**src/rtl/tdm_skew_pkg.sv**
```systemverilog
package tdm_skew_pkg;

    localparam int QTR_W     = 5;            // quarter-bit count field
    localparam int DLY_W     = QTR_W + 1;    // plus sample-point select
    localparam int OFF_W     = QTR_W + 2;    // ticks: up to 31 * 4
    localparam int CELL_SH_W = 4;            // widest cell is 16 ticks

    typedef enum logic [1:0] {
        RATE_HI  = 2'b00,
        RATE_MID = 2'b01,
        RATE_LO  = 2'b10,
        RATE_BAD = 2'b11
    } rate_e;

    typedef struct packed {
        logic             late;   // 1: sample at 3/4, 0: at 1/2
        logic [QTR_W-1:0] qtr;    // delay in quarter bits
    } skew_t;

    // log2 of the ticks per quarter bit
    function automatic logic [1:0] tick_shift(rate_e r);
        case (r)
            RATE_MID: return 2'd1;
            RATE_LO:  return 2'd2;
            default:  return 2'd0;
        endcase
    endfunction

    function automatic logic [OFF_W-1:0] skew_ticks(skew_t d, rate_e r);
        return OFF_W'(d.qtr) << tick_shift(r);
    endfunction

    function automatic logic [CELL_SH_W-1:0] sample_tick(logic late, rate_e r);
        logic [CELL_SH_W-1:0] base;
        base = late ? 4'd3 : 4'd2;
        return base << tick_shift(r);
    endfunction

endpackage

```
**src/rtl/tdm_skew_cfg.sv**
```systemverilog
module tdm_skew_cfg
    import tdm_skew_pkg::*;
#(
    parameter int NS    = 4,
    parameter int NG    = 2,
    parameter int SEL_W = 2
) (
    input  logic             clk_i,
    input  logic             rst_i,
    input  logic             fp_i,
    input  logic             wr_en_i,
    input  logic [SEL_W-1:0] wr_sel_i,
    input  skew_t            wr_skew_i,
    input  rate_e            mode_i [NG],
    output skew_t            shd_o [NS],
    output skew_t            act_o [NS],
    output rate_e            act_rate_o [NG],
    output logic [NG-1:0]    err_o
);

    for (genvar s = 0; s < NS; s++) begin : g_stream
        always_ff @(posedge clk_i) begin
            if (rst_i) begin
                shd_o[s] <= '0;
                act_o[s] <= '0;
            end else begin
                if (wr_en_i && wr_sel_i == SEL_W'(s)) shd_o[s] <= wr_skew_i;
                if (fp_i) act_o[s] <= shd_o[s];   // old shadow wins on a tie
            end
        end
    end

    for (genvar g = 0; g < NG; g++) begin : g_group
        always_ff @(posedge clk_i) begin
            if (rst_i) begin
                act_rate_o[g] <= RATE_HI;
                err_o[g]      <= 1'b0;
            end else if (fp_i) begin
                act_rate_o[g] <= mode_i[g];
                if (mode_i[g] == RATE_BAD) err_o[g] <= 1'b1;
            end
        end
    end

endmodule

```
**src/rtl/tdm_skew_lane.sv**
```systemverilog
module tdm_skew_lane
    import tdm_skew_pkg::*;
#(
    parameter int IDX_W = 10
) (
    input  logic             clk_i,
    input  logic             rst_i,
    input  logic             fp_i,
    input  skew_t            shd_i,
    input  logic             act_late_i,
    input  rate_e            nxt_rate_i,
    input  rate_e            act_rate_i,
    input  logic             line_i,
    output logic             bit_o,
    output logic             vld_o,
    output logic [IDX_W-1:0] idx_o
);

    localparam int POS_W = IDX_W + CELL_SH_W;

    logic [OFF_W-1:0] wait_q;
    logic             pend_q;
    logic             run_q;
    logic [POS_W-1:0] pos_q;
    logic             late_q;
    rate_e            rate_q;

    logic [OFF_W-1:0] lead;
    logic             start;
    logic             src_late;
    rate_e            src_rate;
    rate_e            use_rate;
    logic             use_late;
    logic             run_now;
    logic [POS_W-1:0] pos_now;
    logic [1:0]       sh;
    logic [POS_W-1:0] cell_mask;
    logic [POS_W-1:0] samp_pos;
    logic [POS_W-1:0] bit_pos;
    logic             hit;
    logic             mute;

    always_comb begin
        lead     = skew_ticks(shd_i, nxt_rate_i);
        start    = fp_i ? (lead == '0) : (pend_q && wait_q == OFF_W'(1));
        src_late = fp_i ? shd_i.late : act_late_i;
        src_rate = fp_i ? nxt_rate_i : act_rate_i;
        use_rate = start ? src_rate : rate_q;
        use_late = start ? src_late : late_q;
        pos_now  = start ? '0 : pos_q;
        run_now  = run_q | start;
        sh       = tick_shift(use_rate);
        cell_mask = (POS_W'(4) << sh) - POS_W'(1);
        samp_pos = POS_W'(sample_tick(use_late, use_rate));
        bit_pos  = pos_now >> ({1'b0, sh} + 3'd2);
        mute     = run_now && (use_rate == RATE_BAD);
        hit      = run_now && !mute && ((pos_now & cell_mask) == samp_pos);
    end

    always_ff @(posedge clk_i) begin
        if (rst_i) begin
            wait_q <= '0;
            pend_q <= 1'b0;
            run_q  <= 1'b0;
            pos_q  <= '0;
            late_q <= 1'b0;
            rate_q <= RATE_HI;
            bit_o  <= 1'b0;
            vld_o  <= 1'b0;
            idx_o  <= '0;
        end else begin
            if (fp_i) begin
                wait_q <= lead;
                pend_q <= (lead != '0);
            end else if (pend_q) begin
                wait_q <= wait_q - OFF_W'(1);
                if (wait_q == OFF_W'(1)) pend_q <= 1'b0;
            end
            if (start) begin
                rate_q <= src_rate;
                late_q <= src_late;
                run_q  <= 1'b1;
            end
            pos_q <= run_now ? pos_now + POS_W'(1) : '0;
            vld_o <= hit;
            if (hit) begin
                bit_o <= line_i;
                idx_o <= bit_pos[IDX_W-1:0];
            end else if (mute) begin
                bit_o <= 1'b0;
            end
        end
    end

endmodule

```
**src/rtl/tdm_skew_aligner.sv**
```systemverilog
module tdm_skew_aligner
    import tdm_skew_pkg::*;
#(
    parameter int NUM_STREAMS = 4,
    parameter int NUM_GROUPS  = 2,
    parameter int IDX_W       = 10
) (
    input  logic                              clk_i,
    input  logic                              rst_i,
    input  logic                              fp_i,
    input  logic [2*NUM_GROUPS-1:0]           rate_sel_i,
    input  logic [NUM_STREAMS-1:0]            line_i,
    input  logic                              wr_en_i,
    input  logic [$clog2(NUM_STREAMS)-1:0]    wr_sel_i,
    input  logic [DLY_W-1:0]                  wr_skew_i,
    output logic [NUM_STREAMS-1:0]            bit_o,
    output logic [NUM_STREAMS-1:0]            bit_vld_o,
    output logic [NUM_STREAMS*IDX_W-1:0]      bit_idx_o,
    output logic [NUM_GROUPS-1:0]             rate_err_o
);

    localparam int SEL_W   = $clog2(NUM_STREAMS);
    localparam int PER_GRP = NUM_STREAMS / NUM_GROUPS;

    rate_e grp_rate [NUM_GROUPS];
    rate_e act_rate [NUM_GROUPS];
    skew_t shd_skew [NUM_STREAMS];
    skew_t act_skew [NUM_STREAMS];
    logic [NUM_STREAMS*DLY_W-1:0] act_skew_flat;

    for (genvar g = 0; g < NUM_GROUPS; g++) begin : g_rate
        assign grp_rate[g] = rate_e'(rate_sel_i[2*g +: 2]);
    end

    tdm_skew_cfg #(
        .NS    (NUM_STREAMS),
        .NG    (NUM_GROUPS),
        .SEL_W (SEL_W)
    ) u_cfg (
        .clk_i      (clk_i),
        .rst_i      (rst_i),
        .fp_i       (fp_i),
        .wr_en_i    (wr_en_i),
        .wr_sel_i   (wr_sel_i),
        .wr_skew_i  (skew_t'(wr_skew_i)),
        .mode_i     (grp_rate),
        .shd_o      (shd_skew),
        .act_o      (act_skew),
        .act_rate_o (act_rate),
        .err_o      (rate_err_o)
    );

    for (genvar s = 0; s < NUM_STREAMS; s++) begin : g_lane
        assign act_skew_flat[s*DLY_W +: DLY_W] = act_skew[s];

        tdm_skew_lane #(
            .IDX_W (IDX_W)
        ) u_lane (
            .clk_i      (clk_i),
            .rst_i      (rst_i),
            .fp_i       (fp_i),
            .shd_i      (shd_skew[s]),
            .act_late_i (act_skew[s].late),
            .nxt_rate_i (grp_rate[s / PER_GRP]),
            .act_rate_i (act_rate[s / PER_GRP]),
            .line_i     (line_i[s]),
            .bit_o      (bit_o[s]),
            .vld_o      (bit_vld_o[s]),
            .idx_o      (bit_idx_o[s*IDX_W +: IDX_W])
        );
    end

endmodule

```
**config.mk**
```make
export PLATFORM = sky130hd
export DESIGN_NAME = tdm_skew_aligner
export DESIGN_NICKNAME = d
export VERILOG_FILES = /design/src/rtl/tdm_skew_pkg.sv /design/src/rtl/tdm_skew_cfg.sv /design/src/rtl/tdm_skew_lane.sv /design/src/rtl/tdm_skew_aligner.sv
export SDC_FILE = /design/constraint.sdc
export NUM_CORES = 1
export LEC_CHECK = 0
export ABC_AREA = 1
export ABC_CLOCK_PERIOD_IN_PS = 9280
export CORE_ASPECT_RATIO = 1.75
export CORE_MARGIN = 8
export CORE_UTILIZATION = 65
export CTS_CLUSTER_SIZE = 16
export DETAILED_ROUTE_END_ITERATION = 10
export PLACE_DENSITY = 0.95
export RECOVER_POWER = 25
export SLEW_MARGIN = 30
export SYNTH_ARGS = -nofsm -noshare
export SYNTH_HDL_FRONTEND = slang
export SYNTH_SLANG_ARGS = --single-unit
```
**constraint.sdc**
```tcl
create_clock -name clk_i -period 9.28 [get_ports clk_i]
set_input_delay 1.392 -clock clk_i [delete_from_list [all_inputs] [get_ports clk_i]]
set_output_delay 1.392 -clock clk_i [all_outputs]
set_load 0.1 [all_outputs]
```
* Yosys cells after proc, flatten, opt, wreduce, memory -nomap -nowiden
Cells that the tools add are included.
Word-level totals: input port bits 20, logic and storage cells 232, register bits after elaboration 186
Cells by class: shift operators 16, $add $sub $neg 16, eq/ne operators 29, muxes and demuxes 60, bitwise gates (word level) 12, reductions and logical operators 47
Operator list (number):
- adder 14 x 1 -> 14 bit, second input constant | 4
- AND 14 bit | 4
- equality test 14 x 4 -> 1 bit | 4
- 2-to-1 mux 14 bit | 4
- 2-to-1 mux 7 bit | 8
- left shift 3 x 2 -> 14 bit, first input constant | 4
- right shift 14 x 3 -> 10 bit | 4
- subtractor 14 x 2 -> 14 bit, second input constant | 4
- 2-to-1 mux 1 bit | 36
- equality test 2 bit, second input constant | 14
- equality test 7 x 1 -> 1 bit, second input constant | 4
- zero test 7 bit | 4
- nonzero test 7 bit | 4
- left shift 5 x 2 -> 7 bit | 4
- subtractor 7 x 1 -> 7 bit, second input constant | 4
- one-hot mux 2 bit (2 select lines) | 6
- logical AND 1 bit | 20
- nonzero test 2 bit | 8
- left shift 4 x 2 -> 4 bit | 4
- equality test 2 x 1 -> 1 bit, second input constant | 7
- adder 2 x 2 -> 3 bit, second input constant | 4
- 2-to-1 mux 2 bit | 6
- OR reduction 2 bit | 4
- zero test 1 bit | 4
- other kinds (4) | 11

* Depth between registers and ports, before layout
Gate-level depths: netlist (run 1).
depth after elaboration 14, depth in mapped cells 28

* By module
Synthesis (run 1) repeated with hierarchy kept, for this count alone.
Unflattened totals: cells, all modules 1888, area total of the unflattened synthesis 12250.5 um2
By module, submodules not included:
- tdm_skew_lane at g_lane[0].u_lane ... | area each 2590.0 um2, times used 2, cells an instance 394
- tdm_skew_lane at g_lane[3].u_lane | area each 2547.4 um2, times used 1, cells an instance 418
- tdm_skew_lane at g_lane[1].u_lane | area each 2536.2 um2, times used 1, cells an instance 413
- tdm_skew_cfg | area each 1986.9 um2, times used 1, cells an instance 269

* Least setup slack after synthesis (run 1)
Ideal clock, no wire load.
kind input to register, from in rate_sel_i[2], to reg g_lane[3].u_lane.idx_o[2], arrival 4.360 ns, cell stages on the path 23, required time 9.161 ns, slack 4.801 ns, cells stage by stage inv_2 -> nand2_2 -> buf_4 -> o21ai_1 -> nor2_1 -> nand3_1 -> nand2_1 -> buf_2 -> o21ai_0 -> ha_1 -> clkbuf_1 -> nand2_1 -> ha_1 -> inv_1 -> nand4_1 -> nand3_1 -> nor2_1 -> nand3_1 -> nor2_2 -> buf_6 -> nand3_1 -> nand2_1 -> nor2_1
Between the ends: word-level cells in the longest chain between the ends 13, elaborated cells between the ends (all ways) 27
RTL lines:
- start: declaration | RTL line tdm_skew_aligner.sv:11 | input logic [2*NUM_GROUPS-1:0] rate_sel_i,
- equality test 2 bit or equality test 2 x 1 -> 1 bit (tied branches) | RTL line tdm_skew_pkg.sv:22 | case (r)
- one-hot mux 2 bit (2 select lines) (*) | RTL line tdm_skew_pkg.sv:22
- left shift 5 x 2 -> 7 bit (*) | RTL line tdm_skew_pkg.sv:30 | return OFF_W'(d.qtr) << tick_shift(r);
- zero test 7 bit (*) | RTL line tdm_skew_lane.sv:45 | start = fp_i ? (lead == '0) : (pend_q && wait_q == OFF_W'(1));
- 2-to-1 mux 1 bit (*) | RTL line tdm_skew_lane.sv:45
- 2-to-1 mux 2 bit (*)
- net g_lane[3].u_lane.use_rate[1] | RTL line tdm_skew_lane.sv:32 | rate_e use_rate;
- equality test 2 bit or equality test 2 x 1 -> 1 bit (tied branches) | RTL line tdm_skew_pkg.sv:22
- one-hot mux 2 bit (2 select lines) | RTL line tdm_skew_pkg.sv:22
- left shift 3 x 2 -> 14 bit | RTL line tdm_skew_lane.sv:53 | cell_mask = (POS_W'(4) << sh) - POS_W'(1);
- subtractor 14 x 2 -> 14 bit | RTL line tdm_skew_lane.sv:53
- AND 14 bit | RTL line tdm_skew_lane.sv:57 | hit = run_now && !mute && ((pos_now & cell_mask) == samp_pos);
- equality test 14 x 4 -> 1 bit | RTL line tdm_skew_lane.sv:57
- logical AND 1 bit | RTL line tdm_skew_lane.sv:57
- end signal: assignment | RTL line tdm_skew_lane.sv:88 | idx_o <= bit_pos[IDX_W-1:0];
- end: declaration | RTL line tdm_skew_lane.sv:16 | output logic [IDX_W-1:0] idx_o
The timed path passes the listed nets; every way through them passes the cells marked *. A chain may end at the register's enable or synchronous reset.

* Worst setup path in the final report (run 1)
from in fp_i, to reg g_lane[3].u_lane.idx_o[2]
Between the ends: word-level cells in the longest chain between the ends 9, elaborated cells between the ends (all ways) 23
RTL lines:
- start: declaration | RTL line tdm_skew_aligner.sv:10 | input logic fp_i,
- 2-to-1 mux 2 bit or 2-to-1 mux 1 bit (tied branches) | RTL line tdm_skew_lane.sv:47, tdm_skew_lane.sv:45
- 2-to-1 mux 2 bit (*)
- net g_lane[3].u_lane.use_rate[1] | RTL line tdm_skew_lane.sv:32
- equality test 2 bit or equality test 2 x 1 -> 1 bit (tied branches) | RTL line tdm_skew_pkg.sv:22
- one-hot mux 2 bit (2 select lines) | RTL line tdm_skew_pkg.sv:22
- left shift 3 x 2 -> 14 bit | RTL line tdm_skew_lane.sv:53
- subtractor 14 x 2 -> 14 bit | RTL line tdm_skew_lane.sv:53
- AND 14 bit | RTL line tdm_skew_lane.sv:57
- equality test 14 x 4 -> 1 bit | RTL line tdm_skew_lane.sv:57
- logical AND 1 bit | RTL line tdm_skew_lane.sv:57
Marked as above.

==> run summary, run 1 <==
ranking of synthesized cells by area: dfxtp_1 33%, nand2_1 14%, nor2_1 7.7%
Ant. Diodes: 0
Max FO, Critical Path: 56
IO buf count: 69
Synth Area per Inst: 6.37 um^2
Pre-Repair DR Iteration Count: 7
commonest non-fill, non-tap cell in the layout: nand2_1
outcome: finished, violations left
async set or reset register ratio after synthesis: 0%
Clock transition at path regs: 0.06 ns
EDFF count, synth: 0
via count: 11.8k
violated checks: capacitance limit, slew limit
antenna violations before repair: 0
nets: 1845
Syn-to-layout area delta: 10.1%
CTS HTree Levels: 4
CP Launch Type: input port
HP Class: reg -> reg
Worst VDD drop: 128 uV
total track usage: 29.6%
synthesized flop and latch total: 186
clock buffer count from CTS: 17
Detailed Route WL: 31400 um
minimum clock period: 7.21 ns
Util after Layout: 71.9%
core box area: 17300 um^2
DRC violations left: 0
post-CTS sizing: 0
Cell Area, Synth: 11300 um^2
worst setup path category: in -> reg
root buffer cell: clkbuf_16
predominant post-synthesis flop cell: dfxtp_1
Setup-failing EPs final: 0
Lkg Pwr: 5.25 nW
vias per cell: 5.78
Remaining Overflow, GRT: 0
setup_tns: 0 ns
deepest clock path buffer count: 2
CP required: 9.61 ns
Sequential Area: 3720 um^2
most frequent cells in the layout: 426 x nand2_1, 231 x nor2_1, 220 x inv_1, 186 x dfxtp_1, 149 x nand3_1
setup bufs post-CTS: 0
Fill cells: 1393
Initial Utilization: 65.3%
wire per inst: 15.4 um
insertion delay to the later sink of the worst-skew pair: 0.45 ns
final clock skew: 0.00801 ns
crit path DAT: 7.53 ns
Net Count, Synth: 1827
CTS Hold Bufs: 0
fmax: 139 MHz
hold depth: 2
first-pass GRT wire length: 51800 um
Routed Antenna Nets: 0
cell taking the most area after synthesis: dfxtp_1
post-synth top area share: 33.0%
Warnings, synthesis: 0
CTS tree: yes
Least-Margin Pin Slew: 2.66 ns
largest net degree at the start of global routing: 57
RSZ-0062 raised after global routing: no
final slew viol count: 163
Clock Sinks: 186
worst reg-to-reg setup slack: 4.72 ns
row count: 64
die area: 22000 um^2
Setup crit end kind: flip-flop
Hold Fails Final Rpt: 0
Die H: 190 um
GPL Wtd Cong: 1.01
worst reg-to-reg path cell count: 21
proportion of layout cells with a drive suffix above 1: 6.26%
Slew Limit Headroom: -77.7%
footprint of the multi-input gates: 6260 um^2
vias in the first global route: 11.3k
post-synthesis sequential area ratio: 33.0%
HPWL Detailed: 21900 um
Ports: 70
period utilization: 77.7%
Synth Instances: 1773
Power Dens Cells: 189 nW/um^2
max-cap violations: 3
1st-iter DRT viols: 1059
Die Span X: 116 um
Yosys cell types: 51
-- worst max-delay path: stages --
cell and delay (ns):
buf_2 0.07, clkbuf_1 1.88, clkinv_1 0.26, buf_4 0.35, nand2_1 0.17, nand2_1 0.29
o21ai_0 0.60, inv_1 0.15, ha_1 0.42, nand2_1 0.20, inv_1 0.07, ha_1 0.29
inv_1 0.04, nand4_1 0.08, nand3_1 0.08, nor2_1 0.09, nand3_1 0.09, nor2_2 0.63
nand3_1 0.15, nand2_1 0.13, nor2_1 0.07
-- cell type report --
class / count / share of cell area [%]
repair buffers: 74 / 5.59
inverters: 237 / 7.16
multi-input cells: 1275 / 50.4
flip-flops and latches: 186 / 30.0
well taps: 231 / 2.33
clock buffers: 22 / 3.90
clock inverters: 10 / 0.725
-- cells in the mapped netlist, drive strengths merged, types with 8 or more instances --
cell    count
nor3       21
clkbuf     31
nand4      28
o21ai     131
inv       231
or2        11
nand2     444
nor2      262
a31oi       8
nand3     156
nand3b      8
ha         34
buf        44
dfxtp     186
a21oi     122
-- logic make-up (layout without fill, tap and decap cells) --
family	after synthesis	in the layout	share of synthesized area, %
xor gates and xnor gates	8	8	0.620
muxes	6	6	0.532
and+or+nand+nor	931	931	36.3
buffers and inverters	312	343	11.6
AOI/OAI and AO/OA	296	296	14.2
adders and majority gates	34	34	3.77
DFF	186	186	33.0
-- through the flow --
| stage | std cells | hold slack, ns | power, mW | worst slack, ns | area (um^2) |
|---|---|---|---|---|---|
| after global placement | 2003 | 0.448 | 1.61 | 3.26 | 11900 |
| final | 2035 | 0.462 | 2.34 | 2.07 | 12400 |
| after floorplan | 1773 | 0.429 | 1.50 | 4.80 | 11300 |
| after CTS | 2035 | 0.462 | 2.34 | 3.57 | 12500 |
| after global routing | 2035 | 0.478 | 2.44 | 1.52 | 12400 |
| after detailed placement | 2003 | 0.452 | 1.63 | 3.17 | 11900 |
-- per-layer routing --
metal | GRT usage [%] | vias to the layer above | wire length, um
met5 | 0 | - | 0
met4 | 18.9 | 0 | 1890
met3 | 5.71 | 156 | 1980
met2 | 54.4 | 528 | 16500
met1 | 29.3 | 5360 | 11000
li1 | - | 5715 | -
-- worst paths after layout --
check | startpoint | endpoint
setup / recovery | fp_i | g_lane[3].u_lane.idx_o[2]$_SDFFE_PP0P_
hold / removal | u_cfg.shd_o[5]$_SDFFE_PP0P_ | u_cfg.shd_o[5]$_SDFFE_PP0P_
setup reg to reg | u_cfg.shd_o[1]$_SDFFE_PP0P_ | g_lane[3].u_lane.idx_o[2]$_SDFFE_PP0P_
hold reg to reg | u_cfg.shd_o[5]$_SDFFE_PP0P_ | u_cfg.shd_o[5]$_SDFFE_PP0P_
-- power breakdown --
| group | total (mW) | internal [mW] | switching (mW) | leakage (nW) |
|---|---|---|---|---|
| clock | 0.715 | 0.398 | 0.317 | 0.290 |
| combinational | 0.739 | 0.189 | 0.550 | 3.44 |
| sequential | 0.891 | 0.854 | 0.0362 | 1.52 |
| total | 2.34 | 1.44 | 0.903 | 5.25 |
-- flip-flops by register name (all words and copies together) (netlist names), 8 cells and up --
signal                count
g_lane.u_lane.wait_q     28
g_lane.u_lane.rate_q      8
u_cfg.shd_o              24
g_lane.u_lane.pos_q      56
g_lane.u_lane.idx_o      40
Note: power is estimated with default switching activity, not from simulation.
==> run 2: changes to the inputs <==
--- a/config.mk
+++ b/config.mk
@@ -6,13 +6,13 @@
 export NUM_CORES = 1
 export LEC_CHECK = 0
 export ABC_AREA = 1
-export ABC_CLOCK_PERIOD_IN_PS = 9280
+export ABC_CLOCK_PERIOD_IN_PS = 7300
 export CORE_ASPECT_RATIO = 1.75
 export CORE_MARGIN = 8
-export CORE_UTILIZATION = 65
+export CORE_UTILIZATION = 60
 export CTS_CLUSTER_SIZE = 16
 export DETAILED_ROUTE_END_ITERATION = 10
-export PLACE_DENSITY = 0.95
+export PLACE_DENSITY = 0.9
 export RECOVER_POWER = 25
 export SLEW_MARGIN = 30
 export SYNTH_ARGS = -nofsm -noshare
==> constraint.sdc (replaced) <==
create_clock -name clk_i -period 7.3 [get_ports clk_i]
set_input_delay 1.095 -clock clk_i [delete_from_list [all_inputs] [get_ports clk_i]]
set_output_delay 1.095 -clock clk_i [all_outputs]
set_load 0.1 [all_outputs]
==> run 2 against run 1 <==
The run still ends with capacitance limit, slew limit left. Combinational power up 25%. Setup slack worse by 1.0 ns. Clock power up 45%. Largest cell class unchanged. Sequential share of layout area down 0.14 points. Non-clock buffer count down 1. Via count down 2.7%. Register-to-register slack worse by 1.8 ns. Flip-flop and latch count unchanged. Routed wire length down 6.8%. Critical path depth down 13.
==> run summary, run 2 (synthesized netlist as in run 1, its figures left out) <==
outcome: finished, violations left
violated checks: capacitance limit, slew limit
final non-filler cell total: 2041 (+0.29%)
Ant. Diodes: 0 (unchanged)
minimum hold slack: 0.460 ns (-0.00296 ns)
worst reg-to-reg path cell count: 18 (-14%)
Power Dens Cells: 247 nW/um^2 (+31%)
final slew viol count: 101 (-38%)
Lkg Pwr: 5.27 nW (+0.45%)
Comb power frac: 29.8% (-1.7 points)
via count: 11.4k (-2.7%)
max reg flops: 56 (unchanged)
Slew Limit Headroom: -70.6% (+7.1 points)
vias in the first global route: 11.0k (-2.5%)
Ports: 70 (unchanged)
wire per inst: 14.4 um (-7.1%)
fmax: 161 MHz
fin area: 12500 um^2 (+0.48%)
CTS tree: yes
RSZ-0062 raised after global routing: no
first-pass GRT wire length: 48400 um (-6.6%)
CP required: 7.63 ns (-1.98 ns)
HP Class: reg -> reg
setup bufs post-CTS: 0 (unchanged)
Setup crit end kind: flip-flop
Placed Area: 11900 um^2 (about the same)
worst reg-to-reg setup slack: 2.87 ns (-1.85 ns)
largest net degree at the start of global routing: 56 (-1.8%)
nets: 1844 (-0.054%)
GPL Wtd Cong: 0.971 (-3.8%)
most frequent cells in the layout: 429 x nand2_1, 235 x nor2_1, 223 x inv_1, 186 x dfxtp_1, 150 x nand3_1
Worst Slack Setup Final: 1.07 ns (-1.00 ns)
insertion delay to the later sink of the worst-skew pair: 0.44 ns (about the same)
Syn-to-layout area delta: 10.6%
Regs by FF count: g_lane.u_lane.pos_q: 56 flops, g_lane.u_lane.idx_o: 40 flops, g_lane.u_lane.wait_q: 28 flops
Pre-Repair DR Iteration Count: 5 (-2)
vias per cell: 5.61 (-3.0%)
worst setup path category: in -> reg
Net Switching: 1.13 mW (+25%)
CP Launch Type: input port
Clk network pwr share: 33.6% (+3.1 points)
Routed Antenna Nets: 0 (unchanged)
root buffer cell: clkbuf_16
placed insts: 2009 (+0.30%)
core box area: 18500 um^2 (+6.9%)
Initial Utilization: 61.1% (-4.2 points)
commonest non-fill, non-tap cell in the layout: nand2_1
final clock skew: 0.00997 ns (+0.00197 ns)
total power: 3.09 mW (+32%)
P_int: 1.96 mW (+36%)
post-CTS sizing: 0 (unchanged)
HPWL Detailed: 21800 um (-0.45%)
Die Span X: 120 um (+3.5%)
crit path DAT: 6.56 ns (-0.97 ns)
Least-Margin Pin Slew: 2.56 ns (-0.106 ns)
CTS HTree Levels: 4 (unchanged)
Detailed Route WL: 29300 um (-6.8%)
Util after Layout: 67.5% (-4.3 points)
Clock Sinks: 186 (unchanged)
Clock transition at path regs: 0.07 ns (about the same)
proportion of layout cells with a drive suffix above 1: 5.55% (-0.72 points)
row count: 66 (+3.1%)
total track usage: 24.6% (-5.0 points)
IO buf count: 69 (unchanged)
most flop-heavy register: g_lane.u_lane.pos_q
hold depth: 2 (unchanged)
Remaining Overflow, GRT: 0 (unchanged)
1st-iter DRT viols: 870 (-18%)
max-cap violations: 2 (-1)
pre-CTS setup slack: 1.29 ns (-1.89 ns)
Max FO, Critical Path: 50 (-11%)
setup_tns: 0 ns (unchanged)
CTS Hold Bufs: 0 (unchanged)
Sw Share: 36.5% (-2.0 points)
Setup-failing EPs final: 0 (unchanged)
DRC violations left: 0 (unchanged)
share of power burned in registers: 36.6% (-1.4 points)
Worst VDD drop: 176 uV (+37%)
antenna violations before repair: 0 (unchanged)
minimum clock period: 6.23 ns
Hold Fails Final Rpt: 0 (unchanged)
Die H: 197 um (+3.7%)
deepest clock path buffer count: 2 (unchanged)
die area: 23600 um^2 (+7.4%)
clock buffer count from CTS: 17 (unchanged)
Fill cells: 1597 (+15%)
period utilization: 85.3%
[run 2: layer usage]
metal | GRT usage [%] | vias to the layer above | routed length [um]
met1 | 22.9 | 5205 | 10600
met4 | 17.5 | 0 | 1790
li1 | - | 5707 | -
met2 | 47.0 | 391 | 15700
met5 | 0 | - | 0
met3 | 3.98 | 142 | 1250
[run 2: final timing paths]
path,endpoint,start
worst max register to register,g_lane[0].u_lane.idx_o[6]$_SDFFE_PP0P_,g_lane[0].u_lane.wait_q[3]$_SDFFE_PP0P_
worst min-delay path,u_cfg.shd_o[5]$_SDFFE_PP0P_,u_cfg.shd_o[5]$_SDFFE_PP0P_
worst max-delay path,g_lane[1].u_lane.pos_q[3]$_SDFF_PP0_,rst_i
worst min register to register,u_cfg.shd_o[5]$_SDFFE_PP0P_,u_cfg.shd_o[5]$_SDFFE_PP0P_
[run 2: power groups by stage]
| stage | combinational (mW) | sequential, mW | clock (mW) |
|---|---|---|---|
| 2_1_floorplan | 0.539 | 1.36 | 0 |
| 3_3_place_gp | 0.899 | 1.15 | 0 |
| 3_5_place_dp | 0.918 | 1.15 | 0 |
| 4_1_cts | 0.922 | 1.13 | 1.05 |
| 5_1_grt | 1.01 | 1.14 | 1.09 |
| 6_report | 0.921 | 1.13 | 1.04 |
[run 2: worst max-delay path, stage by stage]
cell and delay (ns):
buf_2 0.08, clkbuf_1 1.81, inv_1 1.29, clkbuf_1 1.04, nand2_1 0.82, inv_1 0.19
o21ai_0 0.12, a21oi_1 0.07
[run 2: layout make-up]
| cell class | count | area, um^2 | share of cell area, % |
|---|---|---|---|
| clock buffers | 22 | 474 | 3.80 |
| clock inverters | 10 | 188 | 1.50 |
| inverters | 237 | 890 | 7.12 |
| multi-input cells | 1275 | 6220 | 49.8 |
| flip-flops and latches | 186 | 3720 | 29.8 |
| well taps | 238 | 298 | 2.38 |
| repair buffers | 73 | 696 | 5.57 |
==> run 3: changes to the inputs <==
--- a/config.mk
+++ b/config.mk
@@ -10,7 +10,7 @@
 export CORE_ASPECT_RATIO = 1.75
 export CORE_MARGIN = 8
 export CORE_UTILIZATION = 60
-export CTS_CLUSTER_SIZE = 16
+export CTS_CLUSTER_SIZE = 14
 export DETAILED_ROUTE_END_ITERATION = 10
 export PLACE_DENSITY = 0.9
 export RECOVER_POWER = 25
==> results of run 3 <==
Final layout, timing and power as in run 2 (identical DEF).
